### config.mk
export PLATFORM = sky130hd
export DESIGN_NAME = can_mode_seq
export DESIGN_NICKNAME = d
export VERILOG_FILES = /design/src/rtl/can_mode_pkg.sv /design/src/rtl/can_idle_counter.sv /design/src/rtl/can_mode_next.sv /design/src/rtl/can_mode_regs.sv /design/src/rtl/can_mode_seq.sv
export SDC_FILE = /design/constraint.sdc
export NUM_CORES = 1
export LEC_CHECK = 0
export BUFFER_PORTS_ARGS = -buffer_cell sky130_fd_sc_hd__buf_2
export CAP_MARGIN = 5
export CORE_MARGIN = 3
export CORE_UTILIZATION = 45
export CTS_CLUSTER_DIAMETER = 200
export CTS_CLUSTER_SIZE = 40
export DETAILED_ROUTE_END_ITERATION = 10
export PLACE_DENSITY = 0.73
export SYNTH_ARGS = -nofsm -noshare
export SYNTH_HDL_FRONTEND = slang
export SYNTH_SLANG_ARGS = --single-unit
### constraint.sdc
create_clock -name clk -period 2.15 [get_ports clk]
set_input_delay 0.3225 -clock clk [delete_from_list [all_inputs] [get_ports clk]]
set_output_delay 0.3225 -clock clk [all_outputs]
set_load 0.1 [all_outputs]
### src/rtl/can_mode_pkg.sv
package can_mode_pkg;

  typedef enum logic [2:0] {
    MD_INIT   = 3'd0,
    MD_ACTIVE = 3'd1,
    MD_DOZE   = 3'd2,
    MD_DEEP   = 3'd3,
    MD_BUSOFF = 3'd4
  } mode_t;

endpackage

### src/rtl/can_idle_counter.sv
module can_idle_counter #(
  parameter int SIGHTINGS = 128
) (
  input  logic clk,
  input  logic rst,
  input  logic clr,
  input  logic inc,
  output logic last
);
  localparam int CW = (SIGHTINGS > 2) ? $clog2(SIGHTINGS) : 1;
  localparam logic [CW-1:0] LAST_VAL = CW'(SIGHTINGS - 1);

  logic [CW-1:0] cnt;

  always_ff @(posedge clk) begin
    if (rst || clr) begin
      cnt <= '0;
    end else if (inc && (cnt != LAST_VAL)) begin
      cnt <= cnt + 1'b1;
    end
  end

  // terminal-count detect: the current sighting is the final one
  assign last = (cnt == LAST_VAL);

endmodule

### src/rtl/can_mode_next.sv
module can_mode_next
  import can_mode_pkg::*;
(
  input  mode_t mode,
  input  logic  req_init,
  input  logic  req_doze,
  input  logic  req_boff_exit,
  input  logic  clk_stop,
  input  logic  tx_busy,
  input  logic  tx_end,
  input  logic  tec_over,
  input  logic  idle11,
  input  logic  idle_last,
  output mode_t nxt
);

  always_comb begin
    nxt = mode;
    unique case (mode)
      MD_INIT: begin
        if (!req_init && !req_doze)     nxt = MD_ACTIVE;
        else if (!req_init && req_doze) nxt = MD_DOZE;
      end
      MD_ACTIVE: begin
        if (tec_over)                           nxt = MD_BUSOFF;
        else if (req_init && (!tx_busy || tx_end)) nxt = MD_INIT;
      end
      MD_DOZE: begin
        if (req_init && !req_doze) nxt = MD_INIT;
        else if (clk_stop)         nxt = MD_DEEP;
      end
      MD_DEEP: begin
        if (!clk_stop) nxt = MD_DOZE;
      end
      MD_BUSOFF: begin
        if (req_init)                    nxt = MD_INIT;
        else if (req_boff_exit)          nxt = MD_ACTIVE;
        else if (idle11 && idle_last)    nxt = MD_ACTIVE;
      end
      default: nxt = MD_INIT;
    endcase
  end

endmodule

### src/rtl/can_mode_regs.sv
module can_mode_regs
  import can_mode_pkg::*;
(
  input  logic  clk,
  input  logic  rst,
  input  mode_t nxt,
  output mode_t mode,
  output logic  stat_init,
  output logic  stat_busoff,
  output logic  regs_clr,
  output logic  wr_lock,
  output logic  comm_en
);

  always_ff @(posedge clk) begin
    if (rst) begin
      mode        <= MD_INIT;
      stat_init   <= 1'b1;
      stat_busoff <= 1'b0;
      regs_clr    <= 1'b1;
      wr_lock     <= 1'b1;
      comm_en     <= 1'b0;
    end else begin
      mode        <= nxt;
      stat_init   <= (nxt == MD_INIT);
      stat_busoff <= (nxt == MD_BUSOFF);
      regs_clr    <= (nxt == MD_INIT) && (mode != MD_INIT);
      wr_lock     <= (nxt == MD_INIT);
      comm_en     <= (nxt == MD_ACTIVE);
    end
  end

endmodule

### src/rtl/can_mode_seq.sv
module can_mode_seq
  import can_mode_pkg::*;
#(
  parameter int TEC_W     = 9,
  parameter int TEC_LIMIT = 255,
  parameter int SIGHTINGS = 128
) (
  input  logic             clk,
  input  logic             rst,
  input  logic             req_init,
  input  logic             req_doze,
  input  logic             req_boff_exit,
  input  logic             clk_stop,
  input  logic             tx_busy,
  input  logic             tx_end,
  input  logic [TEC_W-1:0] tec,
  input  logic             idle11,
  output logic             stat_init,
  output logic             stat_busoff,
  output logic             regs_clr,
  output logic             wr_lock,
  output logic             comm_en
);
  localparam logic [TEC_W-1:0] TEC_MAX = TEC_W'(TEC_LIMIT);

  mode_t mode;
  mode_t nxt;
  logic  tec_over;
  logic  idle_last;
  logic  cnt_clr;
  logic  cnt_inc;

  assign tec_over = (tec > TEC_MAX);
  assign cnt_clr  = (nxt == MD_INIT) ||
                    ((nxt == MD_BUSOFF) && (mode != MD_BUSOFF));
  assign cnt_inc  = (mode == MD_BUSOFF) && idle11;

  can_idle_counter #(.SIGHTINGS(SIGHTINGS)) u_idle (
    .clk  (clk),
    .rst  (rst),
    .clr  (cnt_clr),
    .inc  (cnt_inc),
    .last (idle_last)
  );

  can_mode_next u_next (
    .mode          (mode),
    .req_init      (req_init),
    .req_doze      (req_doze),
    .req_boff_exit (req_boff_exit),
    .clk_stop      (clk_stop),
    .tx_busy       (tx_busy),
    .tx_end        (tx_end),
    .tec_over      (tec_over),
    .idle11        (idle11),
    .idle_last     (idle_last),
    .nxt           (nxt)
  );

  can_mode_regs u_regs (
    .clk         (clk),
    .rst         (rst),
    .nxt         (nxt),
    .mode        (mode),
    .stat_init   (stat_init),
    .stat_busoff (stat_busoff),
    .regs_clr    (regs_clr),
    .wr_lock     (wr_lock),
    .comm_en     (comm_en)
  );

endmodule

# Yosys cells after proc, flatten, opt, wreduce, memory -nomap -nowiden
# Index checks and enable logic that the tools add are counted.
# Widths: inputs -> output; s select.
[totals]
register_bits = 14
output_inout_bits = 5
in_bits = 18
word_cells = 46
[op_classes]
reduce_logical = 18
n_eq_ne = 9
magnitude_cmp = 1
addsub = 1
mux = 11
[op_table]
columns = ["op", "n"]
rows = [
  ["$mux 3", 10],
  ["$pmux 3 s5", 1],
  ["$gt 9x8->1 const B", 1],
  ["$logic_and 1x1->1", 9],
  ["$add 7x1->7 const B", 1],
  ["$eq 7x7->1 const B", 1],
  ["$ne 7x7->1 const B", 1],
  ["$eq 3x1->1 const B", 2],
  ["$eq 3x2->1 const B", 2],
  ["$eq 3x3->1 const B", 2],
  ["$logic_not 3->1", 2],
  ["$logic_not 1->1", 3],
  ["$logic_or 1x1->1", 3],
  ["$ne 3x3->1 const B", 1],
  ["$reduce_bool 3->1", 1],
]

# Longest topological paths before layout
# Gate-level depths: netlist (run 1).
[depth]
word_depth = 10
depth_mapped = 6

# Hierarchy
# Synthesis (run 1) repeated with hierarchy kept, for this count alone.
[unflattened]
hier_cells = 73
hier_area_um2 = 683.2
[modules_own_cells]
columns = ["mod", "cells_each", "area_each_um2", "instances", "seq_area_each_um2"]
rows = [
  ["can_idle_counter", 36, 336.6, 1, 140.1],
  ["can_mode_regs", 17, 210.2, 1, 140.1],
  ["can_mode_next", 16, 112.6, 1, 0.0],
  ["can_mode_seq", 4, 23.8, 1, 0.0],
]

# Worst setup path after synthesis (run 1)
# OpenSTA, ideal clock, no wires.
[synth_path]
kind = "reg2reg"
from = "register u_regs.mode[0]"
to = "register u_idle.cnt[4]"
path_buffers = 0
stages_incl_launch_ff = 6
required_ps = 2062
synth_period_minus_slack_ps = 1818
path_slack_ps = 332
arrival_ps = 1730
setup_ps = 88
path_cell_list = "dfxtp_1 or3_1 a221oi_2 a221oi_2 a311o_2 a311oi_2"
[synth_via]
elab_chain_len = 8
word_cells_on_any_way = 24
cone_classes = "eq/ne (6); mux (11); reduce/logical (7)"
[synth_rtl]
columns = ["element", "line_no", "rtl"]
rows = [
  ["start, declared", "can_mode_regs.sv:7", "output mode_t mode,"],
  ["start signal, assigned", "can_mode_regs.sv:24", "mode <= nxt;"],
  ["$mux 3", "can_mode_next.sv:38", "else if (idle11 && idle_last) nxt = MD_ACTIVE;"],
  ["$mux 3", "can_mode_next.sv:37", "else if (req_boff_exit) nxt = MD_ACTIVE;"],
  ["$mux 3", "can_mode_next.sv:36", "if (req_init) nxt = MD_INIT;"],
  ["$pmux 3 s5", "can_mode_next.sv:19", "unique case (mode)"],
  ["$eq 3x3->1", "can_mode_seq.sv:35", "((nxt == MD_BUSOFF) && (mode != MD_BUSOFF));"],
  ["$logic_and 1x1->1", "can_mode_seq.sv:35", ""],
  ["$logic_or 1x1->1", "can_mode_seq.sv:34", "assign cnt_clr = (nxt == MD_INIT) ||"],
  ["$logic_or 1x1->1", "can_idle_counter.sv:16", "if (rst || clr) begin"],
  ["end signal, assigned", "can_idle_counter.sv:19", "cnt <= cnt + 1'b1;"],
  ["end, declared", "can_idle_counter.sv:13", "logic [CW-1:0] cnt;"],
]
# Several ways; a longest one is shown, not always the timed one.
# A chain may end at the register's enable or synchronous reset.

# Final worst setup path (run 1)
# Ends and elaborated chain as after synthesis.

==> out/qor.csv, run 1 <==
metric;value;unit
antenna-violating nets left;0;
DRC Markers;0;
CTS buffer count;3;
Worst path slowest cell;a311o_2;
Synth Cell Area;651;sq um
RePlAce Congestion;0.730;
Slew @ Worst Pin;0.488;ns
H-Tree Depth;1;
Yosys warning count;0;
Resized cells post-CTS;0;
row cnt;13;
Post-Syn Area per Cell;9.71;sq um
Clock Latency Late Sink;0.28;ns
Critical Path Most Common Cell;a221oi_2;
layout cells sized above 1;30.6;%
fin area;776;sq um
routed vias/inst;5.32;
crit path cell chain;or3_1, a221oi_2, a221oi_2, a311o_2, a311oi_2;
Fmax;0.511;GHz
initial antenna violation count;0;
Syn Nets;86;
Initial Util;48.8;%
Final #Nets;105;
fill count;123;
root buffer cell;clkbuf_4;
Post-synth ARST share;0;%
Post-synth EDFFs;0;
clock-pin slew of the registers on the worst-case setup and hold paths;0.09;ns
uppermost layer routed;met4;
met2 WL;543;microns
post-synthesis register bit count;14;
post-synthesis sequential area ratio;43.1;%
GRT Total Usage;14.4;%
CTS tree;built;
deepest clock path buffer count;2;
Die H;44.0;microns
maximum vdd drop;0.297;mV
Congestion Overflow GR;0;
crit start category;register;
Max Fanout on Critical Path;8;
core area;0.00133;sq mm
Post-Route WL;1.18;mm
PwrDens;779;mW/mm^2
die width;44.0;microns
post-layout util;58.2;%
largest net degree at the start of global routing;9;
vias in the first global route;501;
Die ar.;0.00194;sq mm
Tot Pwr;605;uW
CP Class;reg -> reg;
setup violators final;0;
Tcrit/Tclk final;91.1;%
clock skew;0.00708;ns
endpoints failing hold;0;
final setup TNS;0;ns
relative slew slack;67.7;%
Final Max Tran Viols;0;
Synth Instances;67;
Initial DRC Count;2;
element type at the critical path end;register;
first-pass detailed-route iteration total;4;
max-cap viol count;0;
CP peak stage delay;0.48;ns
post-synthesis cell type count;28;
DP HPWL;937;microns
Post-Route M1 WL;563;microns
WP data required;2.35;ns
placed cell areas;739;sq um
port bufs;14;
clock sink count;14;
Area Overhead vs Synth;19.2;%
# diodes;0;
post-CTS setup buffers;0;
Worst Hold Class;in -> reg;
outcome;finished, final reports clean;
RSZ-0062 raised after global routing;false;
DR WL/cell;11.8;microns
top_reg_cell synth;dfxtp_1;
first-pass GRT wire length;2.01;mm
Static Leak;0.317;nW
hold-fix buffers at CTS;0;
met3 routed WL;42;microns
I/O pins;23;
Final min period;1.96;ns
Critical Path AT;2.16;ns
via count;532;
## report_power, final
group | leakage, nW | internal, mW | switching (mW)
logic | 0.182 | 0.0343 | 0.0989
clock network | 0.0210 | 0.103 | 0.0875
registers | 0.114 | 0.270 | 0.0110
total | 0.317 | 0.407 | 0.197
## critical path, delay by kind of cell (launching register included)
| family | cells | cell delay [ns] |
|---|---|---|
| AOI/OAI and AO/OA | 4 | 1.07 |
| DFF | 1 | 0.40 |
| and+or+nand+nor | 1 | 0.41 |
## final cells by class
| type | instances | area, sq um | share of cell area (%) |
|---|---|---|---|
| multi-input combinational | 49 | 352 | 45.3 |
| sequential | 14 | 280 | 36.1 |
| timing repair buffer | 15 | 77.6 | 10.0 |
| clock buffer | 4 | 36.3 | 4.68 |
| tap | 15 | 18.8 | 2.42 |
| inverter | 3 | 11.3 | 1.45 |
## worst paths after layout
check                                                 from                            end  slack [ns]  cells past startpoint
worst max-delay path             u_regs.mode[0]$_SDFF_PP0_     u_idle.cnt[4]$_SDFFE_PP0P_        0.19                      5
worst min-delay path                                   rst  u_regs.stat_busoff$_SDFF_PP0_        0.27                      2
worst max register to register   u_regs.mode[0]$_SDFF_PP0_     u_idle.cnt[4]$_SDFFE_PP0P_        0.19                      5
worst min register to register  u_idle.cnt[6]$_SDFFE_PP0P_     u_idle.cnt[6]$_SDFFE_PP0P_        0.53                      2
## stage by stage
stage / hold WS, ns / instances / setup WS (ns)
2_1_floorplan: 0.395 / 67 / 0.332
3_3_place_gp: 0.495 / 96 / 0.181
3_5_place_dp: 0.516 / 96 / 0.177
4_1_cts: 0.264 / 100 / 0.184
5_1_grt: 0.280 / 100 / 0.0909
6_report: 0.271 / 100 / 0.191
## cell usage in the layout, fill, tap and decap left out
| cell type | Yosys | layout |
|---|---|---|
| or3_1 | 1 | 1 |
| and3_1 | 3 | 3 |
| nand2b_1 | 1 | 1 |
| buf_2 | 0 | 14 |
| nand4bb_1 | 1 | 1 |
| clkbuf_4 | 0 | 3 |
| ha_1 | 1 | 1 |
| mux2i_1 | 1 | 1 |
| a311oi_2 | 1 | 1 |
| nor4b_1 | 1 | 1 |
| a31oi_1 | 1 | 1 |
| inv_1 | 3 | 3 |
| o21ba_2 | 1 | 1 |
| o21bai_1 | 3 | 3 |
| a41oi_1 | 1 | 1 |
| a221oi_2 | 2 | 2 |
| o21ai_0 | 2 | 2 |
| nand3_1 | 2 | 2 |
| clkbuf_8 | 0 | 1 |
| a21o_1 | 1 | 1 |
| buf_4 | 1 | 1 |
| nor3_1 | 2 | 2 |
| dfxtp_1 | 14 | 14 |
| nand4_1 | 2 | 2 |
| xnor2_1 | 1 | 1 |
| and2b_2 | 1 | 1 |
| a311o_2 | 1 | 1 |
| nand2_1 | 3 | 3 |
| xor2_1 | 3 | 3 |
| nor2_1 | 12 | 12 |
| nor4b_4 | 1 | 1 |
## registers in the layout (all words and copies together), names as in the netlist
name,flops
u_regs.regs_clr,1
u_regs.comm_en,1
u_idle.cnt,7
u_regs.stat_init,1
u_regs.stat_busoff,1
u_regs.mode,3
## logic make-up after synthesis
kind of cell / share of synthesized area (%)
AOI/OAI and AO/OA: 18.7
xor gates and xnor gates: 5.39
adders and majority gates: 1.92
buffers and inverters: 2.88
DFF: 43.1
muxes: 1.54
and+or+nand+nor: 26.5
## layer usage
metal  GRT usage, %  up-vias
li1               -      277
met1           17.2      240
met2           22.1       10
met3           3.66        5
met4           10.8        0
met5              0        -
## cell usage after synthesis, types with 2 or more instances
cell type | instances | area share, %
o21ai_0 | 2 | 1.5
nand4_1 | 2 | 1.9
a221oi_2 | 2 | 4.6
nand3_1 | 2 | 1.5
and3_1 | 3 | 2.9
nor3_1 | 2 | 1.5
dfxtp_1 | 14 | 43
nand2_1 | 3 | 1.7
nor2_1 | 12 | 6.9
xor2_1 | 3 | 4.0
inv_1 | 3 | 1.7
o21bai_1 | 3 | 3.5
Note: power is estimated with default switching activity, not from simulation.
==> run 2, diff against run 1 <==
--- a/config.mk
+++ b/config.mk
@@ -5,14 +5,13 @@
 export SDC_FILE = /design/constraint.sdc
 export NUM_CORES = 1
 export LEC_CHECK = 0
-export BUFFER_PORTS_ARGS = -buffer_cell sky130_fd_sc_hd__buf_2
 export CAP_MARGIN = 5
 export CORE_MARGIN = 3
 export CORE_UTILIZATION = 45
 export CTS_CLUSTER_DIAMETER = 200
 export CTS_CLUSTER_SIZE = 40
 export DETAILED_ROUTE_END_ITERATION = 10
-export PLACE_DENSITY = 0.73
+export DONT_BUFFER_PORTS = 1
 export SYNTH_ARGS = -nofsm -noshare
 export SYNTH_HDL_FRONTEND = slang
 export SYNTH_SLANG_ARGS = --single-unit
==> out/qor.csv, run 2 (same netlist as run 1, synthesis figures left out) <==
metric;value;unit;change
outcome;finished, final reports clean;;
antenna-violating nets left;0;;unchanged
initial antenna violation count;0;;unchanged
hold-fix buffers at CTS;0;;unchanged
CTS buffer count;3;;unchanged
Fmax;0.514;GHz;+0.69%
setup violators final;0;;unchanged
Static Leak;0.290;nW;-8.4%
crit start category;register;;
Slew @ Worst Pin;0.359;ns;-0.129 ns
vias in the first global route;477;;-4.8%
WP data required;2.35;ns;about the same
GRT Total Usage;14.1;%;-0.36 points
endpoints failing hold;0;;unchanged
core area;0.00133;sq mm;unchanged
Max Fanout on Critical Path;8;;unchanged
max-cap viol count;0;;unchanged
most flop-heavy register;u_idle.cnt;;
reg2reg start;u_regs.mode[0]$_SDFF_PP0_;;
final setup TNS;0;ns;unchanged
I/O pins;23;;unchanged
Congestion Overflow GR;0;;unchanged
H-Tree Depth;1;;unchanged
DR WL/cell;12.8;microns;+7.8%
clock skew;0.00935;ns;+0.00227 ns
layout cells sized above 1;23.7;%;-6.9 points
CTS tree;built;;
Resized cells post-CTS;0;;unchanged
Die ar.;0.00194;sq mm;unchanged
area of the multi-input gates;352;sq um;unchanged
row cnt;13;;unchanged
first-pass GRT wire length;2.03;mm;+1.0%
Largest regs;u_idle.cnt x7, u_regs.mode x3;;
first-pass detailed-route iteration total;4;;unchanged
CP Class;reg -> reg;;
fill count;122;;-0.81%
Worst Hold Class;in -> reg;;
port bufs;0;;-14
Critical path origin;u_regs.mode[0]$_SDFF_PP0_;;
element type at the critical path end;register;;
RePlAce Congestion;0.710;;-2.8%
Final #Nets;96;;-8.6%
RSZ-0062 raised after global routing;false;;
Seq. cell area;282;sq um;+0.45%
max FFs per register;7;;unchanged
Initial Util;48.8;%;unchanged
deepest clock path buffer count;2;;unchanged
Post-Route WL;1.16;mm;-1.9%
most frequent cells in the layout;dfxtp_1 (13), nor2_1 (12), buf_4 (5);;
Final WS setup;0.205;ns;+0.0135 ns
Area Overhead vs Synth;16.3;%;
maximum vdd drop;0.606;mV;+100%
worst hold path cell count;1;;-1
largest net degree at the start of global routing;9;;unchanged
root buffer cell;clkbuf_4;;
Setup Slack @ Placement;0.210;ns;+0.0332 ns
worst hold start;rst;;
via count;507;;-4.7%
Final Max Tran Viols;0;;unchanged
clock-pin slew of the registers on the worst-case setup and hold paths;0.09;ns;about the same
die width;44.0;microns;unchanged
commonest non-fill, non-tap cell in the layout;dfxtp_1;;
Clock Latency Late Sink;0.28;ns;about the same
relative slew slack;75.7;%;+8.0 points
Final min period;1.95;ns;-0.0135 ns
PwrDens;795;mW/mm^2;+2.1%
Tcrit/Tclk final;90.5;%;-0.63 points
DRC Markers;0;;unchanged
DP HPWL;864;microns;-7.8%
Initial DRC Count;6;;+4
# diodes;0;;unchanged
Critical Path AT;2.14;ns;-0.02 ns
Die H;44.0;microns;unchanged
post-CTS setup buffers;0;;unchanged
worst reg-to-reg path cell count;5;;unchanged
routed vias/inst;5.57;;+4.7%
clock sink count;14;;unchanged
run 2: cell count changes in the layout (fill, tap and decap cells not counted):
| cell | previous run | this run |
|---|---|---|
| buf_12 | 0 | 1 |
| dfxtp_1 | 14 | 13 |
| buf_4 | 1 | 5 |
| buf_2 | 14 | 0 |
| dfxtp_2 | 0 | 1 |
run 2: path summary, 6_finish.rpt:
path | to | slack [ns]
max reg2reg | u_idle.cnt[4]$_SDFFE_PP0P_ | 0.20
max | u_idle.cnt[4]$_SDFFE_PP0P_ | 0.20
min | u_regs.stat_busoff$_SDFF_PP0_ | 0.11
min reg2reg | u_idle.cnt[6]$_SDFFE_PP0P_ | 0.52
run 2: final cells by class:
type	instances	share of cell area [%]
clock buffers	4	4.79
inverters	3	1.49
multi-input cells	49	46.4
flip-flops and latches	14	37.2
well taps	15	2.48
repair buffers	6	7.60
run 2: where the power goes:
group	switching, mW	leakage [nW]	internal (mW)
registers	0.0110	0.114	0.270
clock network	0.0819	0.0210	0.103
logic	0.0960	0.155	0.0401
total	0.189	0.290	0.413
run 2: worst max-delay path, stage by stage, from the launching register on:
cell and delay [ns]:
dfxtp_1 0.39, or3_1 0.41, a221oi_2 0.27, a221oi_2 0.08
a311o_2 0.48, a311oi_2 0.24
run 2: routing by layer:
| layer | part of all wire [%] | track usage [%] | vias to the layer above |
|---|---|---|---|
| met1 | 50 | 19.6 | 234 |
| met5 | 0 | 0 | - |
| li1 | - | - | 258 |
| met3 | 7.7 | 6.10 | 2 |
| met2 | 41 | 18.9 | 13 |
| met4 | 1.1 | 5.42 | 0 |
run 2: per-stage QoR:
| step | instances | power, mW | util, % | area, sq um | hold WS, ns |
|---|---|---|---|---|---|
| 2_1_floorplan | 67 | 0.395 | - | 651 | 0.395 |
| 3_3_place_gp | 87 | 0.423 | 54.0 | 721 | 0.397 |
| 3_5_place_dp | 87 | 0.423 | 54.0 | 721 | 0.398 |
| 4_1_cts | 91 | 0.607 | 56.8 | 757 | 0.110 |
| 5_1_grt | 91 | 0.629 | 56.8 | 757 | 0.0968 |
| 6_report | 91 | 0.602 | 56.8 | 757 | 0.113 |
